===== src/rtl/daf_pkg.sv =====
package daf_pkg;
    typedef enum logic [1:0] {
        ST_IDLE    = 2'd0,
        ST_COLLECT = 2'd1,
        ST_DECIDE  = 2'd2,
        ST_HOLD    = 2'd3
    } daf_state_e;

    localparam logic [31:0] CRC_POLY_REFL = 32'hEDB88320;
    localparam int          ADDR_BYTES    = 6;

    function automatic logic [31:0] crc_byte_step(input logic [31:0] crc_in,
                                                  input logic [7:0]  data);
        logic [31:0] c;
        c = crc_in ^ {24'd0, data};
        for (int k = 0; k < 8; k++) begin
            c = c[0] ? ((c >> 1) ^ CRC_POLY_REFL) : (c >> 1);
        end
        return c;
    endfunction
endpackage


===== src/rtl/daf_crc.sv =====
module daf_crc #(
    parameter int HASH_BITS = 6
) (
    input  logic                 clk,
    input  logic                 rst_n,
    input  logic                 load_first,
    input  logic                 load_next,
    input  logic [7:0]           data,
    output logic [HASH_BITS-1:0] hash_idx
);
    import daf_pkg::*;

    logic [31:0] crc_q;

    always_ff @(posedge clk or negedge rst_n) begin
        if (!rst_n) begin
            crc_q <= '1;
        end else if (load_first) begin
            crc_q <= crc_byte_step('1, data);
        end else if (load_next) begin
            crc_q <= crc_byte_step(crc_q, data);
        end
    end

    // top bits of the reversed complement are the low bits of the complement, reversed
    for (genvar i = 0; i < HASH_BITS; i++) begin : g_idx
        assign hash_idx[i] = ~crc_q[HASH_BITS-1-i];
    end
endmodule


===== src/rtl/daf_hash_table.sv =====
module daf_hash_table #(
    parameter int HASH_BINS = 64,
    localparam int HASH_BITS = $clog2(HASH_BINS),
    localparam int WORDS     = HASH_BINS / 32,
    localparam int WORD_W    = (WORDS > 1) ? $clog2(WORDS) : 1
) (
    input  logic                 clk,
    input  logic                 rst_n,
    input  logic                 wr_en,
    input  logic [WORD_W-1:0]    wr_word,
    input  logic [31:0]          wr_data,
    input  logic [HASH_BITS-1:0] idx,
    output logic                 hit
);
    logic [31:0] words_q [WORDS];

    for (genvar w = 0; w < WORDS; w++) begin : g_word
        always_ff @(posedge clk or negedge rst_n) begin
            if (!rst_n) begin
                words_q[w] <= '0;
            end else if (wr_en && (wr_word == WORD_W'(w))) begin
                words_q[w] <= wr_data;
            end
        end
    end

    assign hit = words_q[idx[HASH_BITS-1:5]][idx[4:0]];
endmodule


===== src/rtl/daf_perfect_match.sv =====
module daf_perfect_match #(
    parameter int NUM_PERFECT = 4,
    localparam int IDX_W = (NUM_PERFECT > 1) ? $clog2(NUM_PERFECT) : 1
) (
    input  logic             clk,
    input  logic             rst_n,
    input  logic             wr_en,
    input  logic [IDX_W-1:0] wr_idx,
    input  logic [47:0]      wr_addr,
    input  logic             wr_valid,
    input  logic [47:0]      da,
    output logic             hit
);
    logic [47:0]            addr_q [NUM_PERFECT];
    logic [NUM_PERFECT-1:0] en_q;
    logic [NUM_PERFECT-1:0] match;

    for (genvar e = 0; e < NUM_PERFECT; e++) begin : g_ent
        always_ff @(posedge clk or negedge rst_n) begin
            if (!rst_n) begin
                addr_q[e] <= '0;
                en_q[e]   <= 1'b0;
            end else if (wr_en && (wr_idx == IDX_W'(e))) begin
                addr_q[e] <= wr_addr;
                en_q[e]   <= wr_valid;
            end
        end
        assign match[e] = en_q[e] && (addr_q[e] == da);
    end

    assign hit = |match;
endmodule


===== src/rtl/rx_da_filter.sv =====
module rx_da_filter #(
    parameter int HASH_BINS   = 64,
    parameter int NUM_PERFECT = 4
) (
    input  logic                                                 clk,
    input  logic                                                 rst_n,
    input  logic                                                 da_valid,
    input  logic                                                 da_first,
    input  logic [7:0]                                           da_byte,
    input  logic                                                 cfg_rx_all,
    input  logic                                                 cfg_promisc,
    input  logic                                                 cfg_pass_mcast,
    input  logic                                                 cfg_hash_mcast,
    input  logic                                                 cfg_bcast_block,
    input  logic                                                 ht_wr_en,
    input  logic [((HASH_BINS/32 > 1) ? $clog2(HASH_BINS/32) : 1)-1:0] ht_wr_word,
    input  logic [31:0]                                          ht_wr_data,
    input  logic                                                 pf_wr_en,
    input  logic [((NUM_PERFECT > 1) ? $clog2(NUM_PERFECT) : 1)-1:0]   pf_wr_idx,
    input  logic [47:0]                                          pf_wr_addr,
    input  logic                                                 pf_wr_valid,
    output logic                                                 dec_valid,
    output logic                                                 dec_accept
);
    import daf_pkg::*;

    localparam int HASH_BITS = $clog2(HASH_BINS);
    localparam int CNT_W     = $clog2(ADDR_BYTES + 1);

    daf_state_e           state_q, state_d;
    logic [CNT_W-1:0]     cnt_q;
    logic [47:0]          da_q;
    logic                 acc_q;
    logic                 start, take_next;
    logic [HASH_BITS-1:0] hash_idx;
    logic                 hash_hit, pf_hit;
    logic                 is_group, is_bcast, verdict;

    assign start     = da_valid && da_first;
    assign take_next = da_valid && !da_first && (state_q == ST_COLLECT);

    daf_crc #(.HASH_BITS(HASH_BITS)) crc_i (
        .clk        (clk),
        .rst_n      (rst_n),
        .load_first (start),
        .load_next  (take_next),
        .data       (da_byte),
        .hash_idx   (hash_idx)
    );

    daf_hash_table #(.HASH_BINS(HASH_BINS)) hash_i (
        .clk     (clk),
        .rst_n   (rst_n),
        .wr_en   (ht_wr_en),
        .wr_word (ht_wr_word),
        .wr_data (ht_wr_data),
        .idx     (hash_idx),
        .hit     (hash_hit)
    );

    daf_perfect_match #(.NUM_PERFECT(NUM_PERFECT)) pf_i (
        .clk      (clk),
        .rst_n    (rst_n),
        .wr_en    (pf_wr_en),
        .wr_idx   (pf_wr_idx),
        .wr_addr  (pf_wr_addr),
        .wr_valid (pf_wr_valid),
        .da       (da_q),
        .hit      (pf_hit)
    );

    // address capture: first byte lands in bits 7:0
    always_ff @(posedge clk or negedge rst_n) begin
        if (!rst_n) begin
            cnt_q <= '0;
            da_q  <= '0;
        end else if (start) begin
            cnt_q       <= CNT_W'(1);
            da_q[7:0]   <= da_byte;
        end else if (take_next) begin
            cnt_q              <= cnt_q + CNT_W'(1);
            da_q[cnt_q*8 +: 8] <= da_byte;
        end
    end

    // verdict with mode priority
    assign is_group = da_q[0];
    assign is_bcast = &da_q;
    always_comb begin
        if (cfg_rx_all || cfg_promisc) begin
            verdict = 1'b1;
        end else if (is_bcast) begin
            verdict = !cfg_bcast_block;
        end else if (is_group) begin
            verdict = cfg_pass_mcast || (cfg_hash_mcast && hash_hit);
        end else begin
            verdict = pf_hit;
        end
    end

    // state register
    always_ff @(posedge clk or negedge rst_n) begin
        if (!rst_n) begin
            state_q <= ST_IDLE;
            acc_q   <= 1'b0;
        end else begin
            state_q <= state_d;
            if (start) begin
                acc_q <= 1'b0;
            end else if (state_q == ST_DECIDE) begin
                acc_q <= verdict;
            end
        end
    end

    // next state
    always_comb begin
        state_d = state_q;
        if (start) begin
            state_d = ST_COLLECT;
        end else begin
            unique case (state_q)
                ST_IDLE:    state_d = ST_IDLE;
                ST_COLLECT: if (take_next && cnt_q == CNT_W'(ADDR_BYTES - 1)) state_d = ST_DECIDE;
                ST_DECIDE:  state_d = ST_HOLD;
                ST_HOLD:    state_d = ST_HOLD;
            endcase
        end
    end

    // outputs
    always_comb begin
        dec_valid  = 1'b0;
        dec_accept = 1'b0;
        unique case (state_q)
            ST_IDLE:    ;
            ST_COLLECT: ;
            ST_DECIDE: begin
                dec_valid  = 1'b1;
                dec_accept = verdict;
            end
            ST_HOLD:    dec_accept = acc_q;
        endcase
    end

    AST_VALID_AFTER_BYTE: assert property (@(posedge clk) disable iff (!rst_n)
        dec_valid |-> $past(da_valid)) else $error("valid without byte");
    AST_VALID_PULSE: assert property (@(posedge clk) disable iff (!rst_n)
        dec_valid |=> !dec_valid) else $error("valid longer than a cycle");
    AST_HOLD_STABLE: assert property (@(posedge clk) disable iff (!rst_n)
        (state_q == ST_HOLD && !start) |=> $stable(dec_accept)) else $error("accept changed in hold");
    AST_QUIET_COLLECT: assert property (@(posedge clk) disable iff (!rst_n)
        (state_q == ST_COLLECT) |-> (!dec_accept && !dec_valid)) else $error("accept while collecting");
    AST_PROMISC_ACCEPT: assert property (@(posedge clk) disable iff (!rst_n)
        (dec_valid && (cfg_promisc || cfg_rx_all)) |-> dec_accept) else $error("promisc rejected");
    AST_BCAST_BLOCK: assert property (@(posedge clk) disable iff (!rst_n)
        (dec_valid && is_bcast && cfg_bcast_block && !cfg_promisc && !cfg_rx_all) |-> !dec_accept)
        else $error("blocked broadcast accepted");
endmodule


===== config.mk =====
export PLATFORM = sky130hd
export DESIGN_NAME = rx_da_filter
export DESIGN_NICKNAME = d
export VERILOG_FILES = /design/src/rtl/daf_pkg.sv /design/src/rtl/daf_crc.sv /design/src/rtl/daf_hash_table.sv /design/src/rtl/daf_perfect_match.sv /design/src/rtl/rx_da_filter.sv
export SDC_FILE = /design/constraint.sdc
export NUM_CORES = 1
export LEC_CHECK = 0
export BUFFER_PORTS_ARGS = -buffer_cell sky130_fd_sc_hd__buf_4
export CAP_MARGIN = 30
export CORE_AREA = 2 2 176 178
export DETAILED_ROUTE_END_ITERATION = 10
export DIE_AREA = 0 0 178 180
export PLACE_DENSITY = 0.8
export RECOVER_POWER = 50
export SLEW_MARGIN = 20
export SYNTH_ARGS = -nofsm -noshare
export SYNTH_HDL_FRONTEND = slang
export SYNTH_HIERARCHICAL = 1
export SYNTH_SLANG_ARGS = --single-unit

===== constraint.sdc =====
create_clock -name clk -period 4.8 [get_ports clk]
set_input_delay 0.24 -clock clk [delete_from_list [all_inputs] [get_ports clk]]
set_output_delay 0.24 -clock clk [all_outputs]
set_load 0.02 [all_outputs]

==> out/qor.csv <==
stage,metric,value,unit
status,status,finished with violations,
status,violations,"max-capacitance violations, max-slew violations",
worst_setup_path,slowest_delay,0.59,ns
floorplan,num_io_pins,105,
cts,clk_pin_slew_worst_paths,0.06,ns
timing,fin_crit,4.139,ns
floorplan,die_y,180,µm
floorplan,num_rows,64,
logic_synthesis,synth_seq_area_share,48.89,%
cells_and_area,mostFrequentLayoutCell,dfrtp_1,
placed_design,portBuffers,104,
timing,relSlewSlack,-125.9,%
cts,postCtsSetupBuffers,0,
logic_synthesis,ys_warn_count,6,
timing,rsz0062_at_grt,false,
route,post-route-drc-count,0,
cts,cts-buffers-inserted,38,
logic_synthesis,synthesis.area,17790,µm²
route,first_pass_iters,5,
cells_and_area,fin_nets,1700,
route,ant_nets,0,
logic_synthesis,synth_edf_count,0,
logic_synthesis,synth_cell_types,70,
timing,skew,0.02150,ns
logic_synthesis,synth-seq-cells,346,
placed_design,gp_congestion,1.047,
grt,grt_overflow,0,
worst_setup_path,worst_path_dominant_cell_family,compound AO/OA/AOI/OAI gates,
cells_and_area,layout-drive-gt1-share,31.38,%
logic_synthesis,syn_nets,1527,
worst_setup_path,endpoint_kind,primary output,
worst_setup_path,critPathRequiredTime,4.56,ns
timing,clock.fmax,0.2416,GHz
worst_setup_path,rrSetupSlack,1.54,ns
route,route.vias.total,12540,
cells_and_area,syn2layout_area_growth,18.09,%
pwr,ir_drop,0.2901,mV
grt,grt_max_degree,140,
grt,track_usage,31.01,%
logic_synthesis,ys.flop_type,dfrtp_1,
timing,hold_viol_final,0,
cts,ctsHtreeMaxLevel,2,
cells_and_area,final_cell_mix,"dfrtp_1 (314), mux2_2 (266), xor2_1 (193)",
timing,tns,0,ns
cts,clock-root-buffer,clkbuf_16,
grt,grt_pass1_wl,75.91,mm
cts,clockBufferDepth,3,
route,wl_per_cell,24.16,µm
placed_design,postPlaceCellArea,18910,µm²
timing,min_period_over_period,86.23,%
floorplan,die_area,32040,µm²
floorplan,core_area,30190,µm²
worst_setup_path,worstSetupStartpointType,register,
logic_synthesis,synth-async-reset-ratio,100.0,%
logic_synthesis,yosys-top-cells-area,"dfrtp_1 (44%), mux2_2 (17%), xor2_1 (9.5%), dfstp_2 (4.7%), xnor2_1 (3.1%)",
cells_and_area,fin_util,69.60,%
logic_synthesis,synth_area_per_cell,12.53,µm²
worst_hold_path,hold_depth,2,
worst_setup_path,rr_worst_depth,11,
cts,worstSkewPairLatency,0.53,ns
route,drt-vias-per-instance,6.213,
timing,finalMaxSlewViolations,359,
pwr,power,12530,µW
cts,cts_sinks,346,
grt,antenna_found_initial,1,
worst_setup_path,cp.depth,12,
cts,cts_tree,built,
placed_design,dp_hpwl,33.40,mm
worst_setup_path,worst-path-max-fanout,19,
worst_setup_path,crit_type,reg -> out,
pwr,power.density,596.6,nW/µm²
worst_setup_path,worst-path-buf-inv,2,
floorplan,start_util,58.94,%
worst_hold_path,hold_path_class,in -> reg,
worst_setup_path,slowest_stage,inv_1,
route,first_iter_violations,1363,
logic_synthesis,syn_inst,1420,
grt,grt_pass1_vias,12730,
logic_synthesis,synth_top_area_share,44.16,%
floorplan,die_w,178,µm
route,drt_wl_total,48.76,mm
pwr,leakagePower,0.009188,µW
logic_synthesis,post-synth-top-area-cell,dfrtp_1,
worst_setup_path,path_cells,inv_1 -> mux4_1 -> o2111ai_1 -> nand3_1 -> a211oi_2 -> a211oi_2 -> a21oi_1 -> a21oi_1 -> or3_1 -> o31ai_1 -> nor3b_1 -> buf_4,
cells_and_area,final_area,21010,µm²
run,maxCapViolCount,7,
timing,tightest_slew,3.388,ns
worst_setup_path,arrival,3.90,ns
timing,setup_viol,0,
cells_and_area,num_antenna_cells,0,
[Yosys cell counts, drive strengths merged (4+ instances only)]
library cell / n
xnor3: 13
nand2b: 14
or2b: 5
mux2i: 21
o31ai: 9
xor2: 195
nor3b: 5
nand3b: 4
o22ai: 6
clkbuf: 13
mux2: 270
a211oi: 7
o21ai: 42
a22oi: 9
or4: 4
inv: 29
xor3: 6
dfrtp: 314
nand3: 20
a21oi: 28
nor2: 23
nand4: 24
or3: 4
nor3: 13
nor2b: 10
mux4: 12
buf: 49
ha: 4
dfstp: 32
xnor2: 72
nor4: 52
nand2: 77
[registers in the layout, summed over array words and instances (netlist names)]
register / flops
pf_i/addr_q: 192
cnt_q: 3
hash_i/words_q: 64
state_q: 2
pf_i/en_q: 4
acc_q: 1
da_q: 48
crc_i/crc_q: 32
[cell families (layout without fill, tap and decap cells)]
family | count (synthesis) | in the layout | share of synthesized area (%)
flip-flops | 346 | 346 | 48.89
multiplexers | 303 | 303 | 19.81
XOR/XNOR | 286 | 286 | 16.28
AND/OR/NAND/NOR | 265 | 265 | 7.989
AO/OA/AOI/OAI | 123 | 123 | 4.402
buffers and inverters | 93 | 295 | 2.349
adder cells (fa/ha/maj) | 4 | 4 | 0.2813
[through the flow]
| stage | worst slack [ns] | hold WS [ns] | cells |
|---|---|---|---|
| 2_1_floorplan | 1.871 | -0.05559 | 1420 |
| 3_3_place_gp | 1.464 | 0.3159 | 1869 |
| 3_5_place_dp | 1.372 | 0.3141 | 1871 |
| 4_1_cts | 0.7402 | 0.004410 | 2018 |
| 5_1_grt | 0.5304 | 0.01116 | 2018 |
| 6_report | 0.6610 | 0.008221 | 2018 |
[what timing repair did]
item | CTS | global route
gates resized for setup | 0 | 0
hold endpoints to repair | 262 | 0
hold buffers | 78 | 0
[where the power goes]
| part | internal [µW] | switching, µW |
|---|---|---|
| Combinational | 2390 | 2340 |
| Sequential | 3710 | 914 |
| Clock | 1980 | 1200 |
[worst reg2reg max path: stages, from the launching register on]
cell,delay (ns)
dfstp_2,0.40
inv_1,0.59
mux4_1,0.45
o2111ai_1,0.19
nand3_1,0.15
a211oi_2,0.30
a211oi_2,0.11
a21oi_1,0.16
a21oi_1,0.11
or3_1,0.40
nand3b_1,0.12
a41oi_1,0.12
[final timing paths]
path	to	start
min in group asynchronous	pf_i/addr_q[87]$_DFFE_PN0P_	rst_n
setup reg to reg	acc_q$_DFFE_PN0P_	crc_i/crc_q[5]$_DFFE_PN1P_
hold reg to reg	hash_i/words_q[62]$_DFFE_PN0P_	hash_i/words_q[62]$_DFFE_PN0P_
max in group asynchronous	pf_i/addr_q[16]$_DFFE_PN0P_	rst_n
hold / removal	pf_i/addr_q[121]$_DFFE_PN0P_	pf_wr_addr[25]
setup / recovery	dec_accept	crc_i/crc_q[5]$_DFFE_PN1P_
[routing by layer]
metal	track usage [%]	part of all wire, %	up-vias
met1	44.64	42	6431
met5	0	0	-
li1	-	-	5368
met2	47.16	46	597
met3	6.091	8.5	141
met4	10.89	3.8	0
[final cells by class]
type / count / area, µm²
tap: 396 / 495.5
timing repair buffer: 195 / 1649
sequential: 346 / 8698
fill: 2094 / 9179
inverter: 31 / 116.4
clock buffer: 53 / 1099
multi-input combinational: 981 / 8685
clock inverter: 16 / 267.8
No activity file was read; power rests on OpenSTA's default activity.
